[config.mk]
export PLATFORM = sky130hd
export DESIGN_NAME = swp_ctrl
export DESIGN_NICKNAME = d
export VERILOG_FILES = /design/src/rtl/swp_pkg.sv /design/src/rtl/swp_rst_sync.sv /design/src/rtl/swp_op_pick.sv /design/src/rtl/swp_region.sv /design/src/rtl/swp_gate.sv /design/src/rtl/swp_ctrl.sv
export SDC_FILE = /design/constraint.sdc
export NUM_CORES = 1
export LEC_CHECK = 0
export ABC_AREA = 1
export CORE_UTILIZATION = 27
export DETAILED_ROUTE_END_ITERATION = 6
export PLACE_DENSITY_LB_ADDON = 0.15
export REMOVE_ABC_BUFFERS = 1
export SLEW_MARGIN = 15
export SYNTH_ARGS = -nofsm -noshare
export SYNTH_HDL_FRONTEND = slang
export SYNTH_SLANG_ARGS = --single-unit
[constraint.sdc]
create_clock -name clk -period 1.4 [get_ports clk]
set_input_delay 0.35 -clock clk [delete_from_list [all_inputs] [get_ports clk]]
set_output_delay 0.35 -clock clk [all_outputs]
set_load 0.005 [all_outputs]
[src/rtl/swp_pkg.sv]
package swp_pkg;

  localparam int STAT_W     = 8;
  localparam int BIT_DIS    = 7;
  localparam int BIT_UV     = 6;
  localparam int BIT_INC    = 4;
  localparam int BIT_PROT_H = 3;
  localparam int BIT_PROT_L = 2;
  localparam int BIT_LATCH  = 1;
  localparam int BIT_BUSY   = 0;

  typedef enum logic [2:0] {
    OP_NONE,
    OP_STATUS_WR,
    OP_DATA_WR,
    OP_LATCH_SET,
    OP_LATCH_CLR
  } op_e;

  typedef enum logic {
    MODE_SOFT = 1'b0,
    MODE_HARD = 1'b1
  } prot_mode_e;

endpackage

[src/rtl/swp_rst_sync.sv]
module swp_rst_sync #(
  parameter int STAGES = 2
) (
  input  logic clk,
  input  logic rst_n,
  output logic rst_sync_n
);

  logic [STAGES-1:0] chain_q;

  generate
    if (STAGES == 1) begin : g_single
      always_ff @(posedge clk or negedge rst_n) begin
        if (!rst_n) chain_q <= '0;
        else        chain_q <= 1'b1;
      end
    end else begin : g_multi
      always_ff @(posedge clk or negedge rst_n) begin
        if (!rst_n) chain_q <= '0;
        else        chain_q <= {chain_q[STAGES-2:0], 1'b1};
      end
    end
  endgenerate

  assign rst_sync_n = chain_q[STAGES-1];

endmodule

[src/rtl/swp_op_pick.sv]
module swp_op_pick
  import swp_pkg::*;
(
  input  logic cmd_wren,
  input  logic cmd_wrdi,
  input  logic cmd_wrsr,
  input  logic cmd_write,
  output op_e  op
);

  // Fixed priority: status write, data write, latch set, latch clear.
  always_comb begin
    if (cmd_wrsr)       op = OP_STATUS_WR;
    else if (cmd_write) op = OP_DATA_WR;
    else if (cmd_wren)  op = OP_LATCH_SET;
    else if (cmd_wrdi)  op = OP_LATCH_CLR;
    else                op = OP_NONE;
  end

endmodule

[src/rtl/swp_region.sv]
module swp_region #(
  parameter int ADDR_W = 10
) (
  input  logic [1:0]        prot_field,
  input  logic [ADDR_W-1:0] addr,
  output logic              in_region
);

  localparam int TOP = ADDR_W - 1;

  logic top_quarter;
  logic top_half;

  generate
    if (ADDR_W >= 2) begin : g_wide
      assign top_quarter = addr[TOP] & addr[TOP-1];
      assign top_half    = addr[TOP];
    end else begin : g_narrow
      assign top_quarter = addr[TOP];
      assign top_half    = addr[TOP];
    end
  endgenerate

  always_comb begin
    unique case (prot_field)
      2'b00:   in_region = 1'b0;
      2'b01:   in_region = top_quarter;
      2'b10:   in_region = top_half;
      default: in_region = 1'b1;
    endcase
  end

endmodule

[src/rtl/swp_gate.sv]
module swp_gate
  import swp_pkg::*;
(
  input  op_e  op,
  input  logic busy,
  input  logic latch,
  input  logic hard_mode,
  input  logic in_region,
  output logic grant,
  output logic reject,
  output logic load_cfg,
  output logic latch_set,
  output logic latch_clr
);

  logic ok;

  always_comb begin
    ok        = 1'b0;
    grant     = 1'b0;
    reject    = 1'b0;
    load_cfg  = 1'b0;
    latch_set = 1'b0;
    latch_clr = 1'b0;
    unique case (op)
      OP_STATUS_WR: begin
        ok        = !busy && latch && !hard_mode;
        grant     = ok;
        reject    = !ok;
        load_cfg  = ok;
        latch_clr = 1'b1;
      end
      OP_DATA_WR: begin
        ok        = !busy && latch && !in_region;
        grant     = ok;
        reject    = !ok;
        latch_clr = 1'b1;
      end
      OP_LATCH_SET: latch_set = !busy;
      OP_LATCH_CLR: latch_clr = !busy;
      default: ;
    endcase
  end

endmodule

[src/rtl/swp_ctrl.sv]
module swp_ctrl
  import swp_pkg::*;
#(
  parameter int ADDR_W      = 10,
  parameter int SYNC_STAGES = 2
) (
  input  logic              clk,
  input  logic              rst_n,
  input  logic              cmd_wren,
  input  logic              cmd_wrdi,
  input  logic              cmd_wrsr,
  input  logic [7:0]        wrsr_data,
  input  logic              cmd_write,
  input  logic [ADDR_W-1:0] write_addr,
  input  logic              wp_n,
  input  logic              wip_in,
  input  logic              uv_in,
  input  logic              inc_in,
  output logic [7:0]        status_out,
  output logic              hw_protect,
  output logic              wr_grant,
  output logic              wr_reject
);

  logic       rst_sync_n;
  logic       pin_high;
  prot_mode_e mode;
  op_e        op;
  logic       in_region;
  logic       load_cfg, latch_set, latch_clr;

  logic       dis_q, dis_d;
  logic [1:0] prot_q, prot_d;
  logic       latch_q, latch_d;
  logic       cfg_en, latch_en;
  logic       unused_data;

  swp_rst_sync #(.STAGES(SYNC_STAGES)) u_rst (
    .clk       (clk),
    .rst_n     (rst_n),
    .rst_sync_n(rst_sync_n)
  );

  // Only a definite 1 counts as high; an X or Z level falls to the else branch.
  always_comb begin
    if (wp_n) pin_high = 1'b1;
    else      pin_high = 1'b0;
  end

  assign mode = (dis_q && !pin_high) ? MODE_HARD : MODE_SOFT;

  swp_op_pick u_pick (
    .cmd_wren (cmd_wren),
    .cmd_wrdi (cmd_wrdi),
    .cmd_wrsr (cmd_wrsr),
    .cmd_write(cmd_write),
    .op       (op)
  );

  swp_region #(.ADDR_W(ADDR_W)) u_region (
    .prot_field(prot_q),
    .addr      (write_addr),
    .in_region (in_region)
  );

  swp_gate u_gate (
    .op       (op),
    .busy     (wip_in),
    .latch    (latch_q),
    .hard_mode(mode == MODE_HARD),
    .in_region(in_region),
    .grant    (wr_grant),
    .reject   (wr_reject),
    .load_cfg (load_cfg),
    .latch_set(latch_set),
    .latch_clr(latch_clr)
  );

  assign unused_data = ^{wrsr_data[6:4], wrsr_data[1:0]};

  // Next state
  always_comb begin
    cfg_en   = load_cfg;
    dis_d    = wrsr_data[BIT_DIS];
    prot_d   = wrsr_data[BIT_PROT_H:BIT_PROT_L];
    latch_en = latch_set | latch_clr;
    latch_d  = latch_set & ~latch_clr;
  end

  // Registers
  always_ff @(posedge clk or negedge rst_sync_n) begin
    if (!rst_sync_n) begin
      dis_q  <= 1'b0;
      prot_q <= 2'b00;
    end else if (cfg_en) begin
      dis_q  <= dis_d;
      prot_q <= prot_d;
    end
  end

  always_ff @(posedge clk or negedge rst_sync_n) begin
    if (!rst_sync_n)   latch_q <= 1'b0;
    else if (latch_en) latch_q <= latch_d;
  end

  always_comb begin
    status_out             = '0;
    status_out[BIT_DIS]    = dis_q;
    status_out[BIT_UV]     = uv_in;
    status_out[BIT_INC]    = inc_in;
    status_out[BIT_PROT_H] = prot_q[1];
    status_out[BIT_PROT_L] = prot_q[0];
    status_out[BIT_LATCH]  = latch_q;
    status_out[BIT_BUSY]   = wip_in;
  end

  assign hw_protect = (mode == MODE_HARD);

endmodule

# Yosys cells after proc, flatten, opt, wreduce, memory -nomap -nowiden
# Cells that the tools add are included.
# classes
eq_ne	6
mux	12
bitwise	4
n_reduce_logical	12
# op_table
operator	count
two-way mux 3 bit	4
== test 3 x 2 -> 1 bit, second input constant	2
zero test 1 bit	6
case mux 1 bit (2 select lines)	3
logical AND 1 bit	4
two-way mux 1 bit	4
== test 3 x 1 -> 1 bit, second input constant	1
== test 3 bit, second input constant	1
case mux 1 bit (3 select lines)	1
AND 1 bit	2
== test 2 x 1 -> 1 bit, second input constant	1
== test 2 bit, second input constant	1
zero test 2 bit	1
OR reduction 2 bit	1
NOT 1 bit	1
OR 1 bit	1
# totals
reg_bits	6
inputBits	28
wordCells	38

# Logic depth before layout (Yosys ltp)
# Gate-level depths: netlist of run 1.
# logic_depth
ltp_word	9
mapped_depth	5

# Hierarchy
# From an unflattened synthesis of run 1, not the netlist that was laid out.
# unflattened
hier_cells	66
area_unflattened_um2	422.9
# by_module_without_submodules
module	n_inst	cells_per_inst	area_per_inst_um2
swp_ctrl	1	25	201.4
swp_gate	1	26	115.1
swp_rst_sync	1	3	53.8
swp_op_pick	1	9	38.8
swp_region	1	3	13.8

# Worst setup path before layout of run 1
# Ideal clock, no wire load.
# synth_timing
path_type	input-to-output
startpoint	in wp_n
endpoint	out wr_reject
t_arrival_ns	0.765
path_slack_ns	0.285
cell_stages	5
n_path_buf	0
path_cell_list	inv_1 nand2_1 nand3_2 nand2_1 nor2_1
# synth_via
elab_chain_len	8
# synth_lines
item	line	text
from (decl)	swp_ctrl.sv:15	input logic wp_n,
two-way mux 1 bit	swp_ctrl.sv:46	if (wp_n) pin_high = 1'b1;
zero test 1 bit	swp_ctrl.sv:50	assign mode = (dis_q && !pin_high) ? MODE_HARD : MODE_SOFT;
logical AND 1 bit	swp_ctrl.sv:50	
two-way mux 1 bit	swp_ctrl.sv:50	
zero test 1 bit	swp_gate.sv:27	ok = !busy && latch && !hard_mode;
logical AND 1 bit	swp_gate.sv:27	
zero test 1 bit	swp_gate.sv:29	reject = !ok;
case mux 1 bit (2 select lines)	swp_gate.sv:25	unique case (op)
to (decl)	swp_ctrl.sv:22	output logic wr_reject
# Every way passes these cells.

# Worst setup path after layout of run 1
# layout_timing
startpoint	reg latch_q
endpoint	out wr_grant
# layout_via
elab_chain_len	3
# layout_lines
item	line	text
from (decl)	swp_ctrl.sv:34	logic latch_q, latch_d;
from (signal assigned)	swp_ctrl.sv:103	else if (latch_en) latch_q <= latch_d;
logical AND 1 bit *	swp_gate.sv:27, swp_gate.sv:34	
logical AND 1 bit, on equally long branches	swp_gate.sv:34, swp_gate.sv:27	
case mux 1 bit (2 select lines) *	swp_gate.sv:25	
to (decl)	swp_ctrl.sv:21	output logic wr_grant,
# Mark *: on every way between the ends. The rest lies on a longest branch, timed or not.

==> flow_summary.toml, run 1 <==
[run_status]
status = "finished, violations left"
violations = "setup timing"

[placement]
placed_cells = 93
dp_hpwl_um = 665
placed_cell_area_um2 = 643
place_ws_ns = -0.654
gpl.final_weighted_congestion = 0.715
io_buffers = 20

[logic_synthesis]
async_flop_share_pct = 100
synth_top_cells_by_count = "nand2_1, buf_4, dfrtp_1, inv_1"
ys_ff_latch = 6
syn_area_per_cell_um2 = 7.29
syn_inst = 52
ys_warn_count = 0
synth.most_common_cell = "nand2_1"
ys_types = 13
synth_ff_type = "dfrtp_1"
synth_enable_flop_cells = 0
synth_top_cell_area_share_pct = 39.6
synth.largest_area_cell = "dfrtp_1"
synth_area_um2 = 379
yosys-top-cells-area = "dfrtp_1, nand2_1, buf_4"
seq_area_frac_synth_pct = 39.6

[global_route]
first_global_vias = 333
grt-ovfl-total = 0
grt_pass1_wl_um = 1320
antenna_found_initial = 0
grt.total_usage_pct = 13.2
grt_max_degree = 6

[sta]
holdWs_ns = 0.0509
finalHoldViolCount = 0
slew_violations = 0
fin_tns_setup_ns = -0.345
rsz0062_at_grt = "yes"
fin_crit_ns = 1.55
worst_slack_ns = -0.147
finClkSkew_ns = 0.00555
max_freq_ghz = 0.646
setup_viol = 3
min_period_over_period_pct = 111

[critical_path]
crit_path_max_fanout = 3
start_kind = "register"
critPathRequiredTime_ns = 1.05
arrival_ns = 1.20
rrSetupSlack_ns = 0.19
critPathKind = "reg2out"
ff2ff_path_depth = 8
timing.rr.end = "prot_q[0]$_DFFE_PN0P_"
end_kind = "output port"
r2r_start = "latch_q$_DFFE_PN0P_"

[clock_tree]
htree_levels = 1
clockBufferDepth = 2
clk_pin_slew_ns = 0.04
tritoncts = "done"
cts.sinks = 6
cts_buffers = 3
clk_latency_ns = 0.24
cts-root-buf = "clkbuf_4"

[power_and_ir_drop]
power_density_nw_per_um2 = 761
finalPower_mw = 0.532
ir_drop_mv = 0.679
p_leak_nw = 0.389

[cells_and_area]
drive_gt1_share_pct = 36.8
stdcell_count = 102
final_area_um2 = 698
num_antenna_cells = 0
fin_util_pct = 53.7
num-fill-cells = 137
syn2layout_area_growth_pct = 84.2
layout.nets = 117

[floorplanning]
die_y_um = 39.5
core_um2 = 1300
dieArea_um2 = 1560
start_util_pct = 29.1
num_io_pins = 39
die_w_um = 39.5
row_count = 13

[routing]
ant_nets = 0
wl_um = 898
drtPass1Iterations = 4
post-route-drc-count = 0
vias_per_cell = 4.15
wl_per_cell_um = 8.80
vias = 423
drt_iter0_markers = 8

[min_path]
hold_path_class = "reg2async"

[job]
cap_violations = 0
-- repair_timing --
| item | in CTS | in global routing |
|---|---|---|
| resized for setup | 33 | 1 |
| setup buffers | 6 | 1 |
| pin swaps | 5 | 3 |
| setup endpoints to repair | 8 | 3 |
| cloned | 0 | 0 |
| hold endpoints to repair | 0 | 0 |
| hold buffers | 0 | 0 |
-- worst max-delay path, cell delays in order (launching register included) --
cell and delay [ns]:
dfrtp_1 0.39, buf_4 0.14, buf_6 0.11, nand2_1 0.06
nor2_1 0.04, nand3_1 0.07, nand2_1 0.04, buf_2 0.12
-- state kept, by name, summed over array words and instances (netlist names) --
register       flops
latch_q            1
prot_q             2
u_rst.chain_q      2
dis_q              1
-- routing by layer --
metal / track usage, % / vias to the layer above / wire, µm
met1: 14.8 / 181 / 390
met4: 5.17 / 0 / 5
met3: 6.82 / 2 / 84
met5: 0 / - / 0
li1: - / 224 / -
met2: 20.9 / 16 / 417
-- worst max path at each step --
stage | start | endpoint | slack (ns) | depth (start not counted)
finish | latch_q$_DFFE_PN0P_ | wr_grant | -0.15 | 7
global route | latch_q$_DFFE_PN0P_ | wr_reject | -0.21 | 7
CTS | latch_q$_DFFE_PN0P_ | wr_reject | -0.14 | 7
detailed placement | wip_in | wr_grant | -0.65 | 7
global placement | wip_in | wr_reject | -0.66 | 6
floorplan | latch_q$_DFFE_PN0P_ | wr_reject | 0.28 | 5
-- layout make-up --
cell class              count  area, µm²  share of cell area [%]
clock buffers               3       22.5                    3.23
inverters                   8       30.0                    4.30
multi-input cells          32        159                    22.8
flip-flops and latches      6        150                    21.5
well taps                  15       18.8                    2.69
repair buffers             38        318                    45.5
-- layout by cell type, fill, tap and decap left out --
master / count
dfrtp_1: 6
nor2_1: 3
buf_4: 15
dlygate4sd2_1: 8
buf_2: 4
nand3_2: 1
nand3b_1: 2
clkdlybuf4s15_2: 1
nand3_1: 2
conb_1: 2
nand4_1: 3
inv_2: 2
a21oi_1: 2
buf_6: 3
clkbuf_4: 3
nand2_1: 14
nor2_4: 1
clkdlybuf4s15_1: 1
inv_1: 6
clkdlybuf4s50_1: 6
nand2_2: 2
-- where the power goes --
part | switching [mW] | internal (mW) | total (mW)
registers | 0.0117 | 0.194 | 0.206
clock network | 0.0559 | 0.0965 | 0.152
logic | 0.0676 | 0.106 | 0.173
total | 0.135 | 0.396 | 0.532
-- logic make-up after synthesis --
logic type / count (synthesis) / synth area share [%]
compound gates: 2 / 2.64
other cells: 2 / 1.98
simple gates: 28 / 36.0
flops: 6 / 39.6
buf+inv: 14 / 19.8
Power figures use the tool's default switching activity.
==> inputs of run 2 (changes only) <==
--- a/config.mk
+++ b/config.mk
@@ -7,6 +7,7 @@
 export LEC_CHECK = 0
 export ABC_AREA = 1
 export CORE_UTILIZATION = 27
+export CTS_CLUSTER_SIZE = 24
 export DETAILED_ROUTE_END_ITERATION = 6
 export PLACE_DENSITY_LB_ADDON = 0.15
 export REMOVE_ABC_BUFFERS = 1
==> results of run 2 <==
Same layout as run 1: the final DEF is identical, and so are final timing and power.
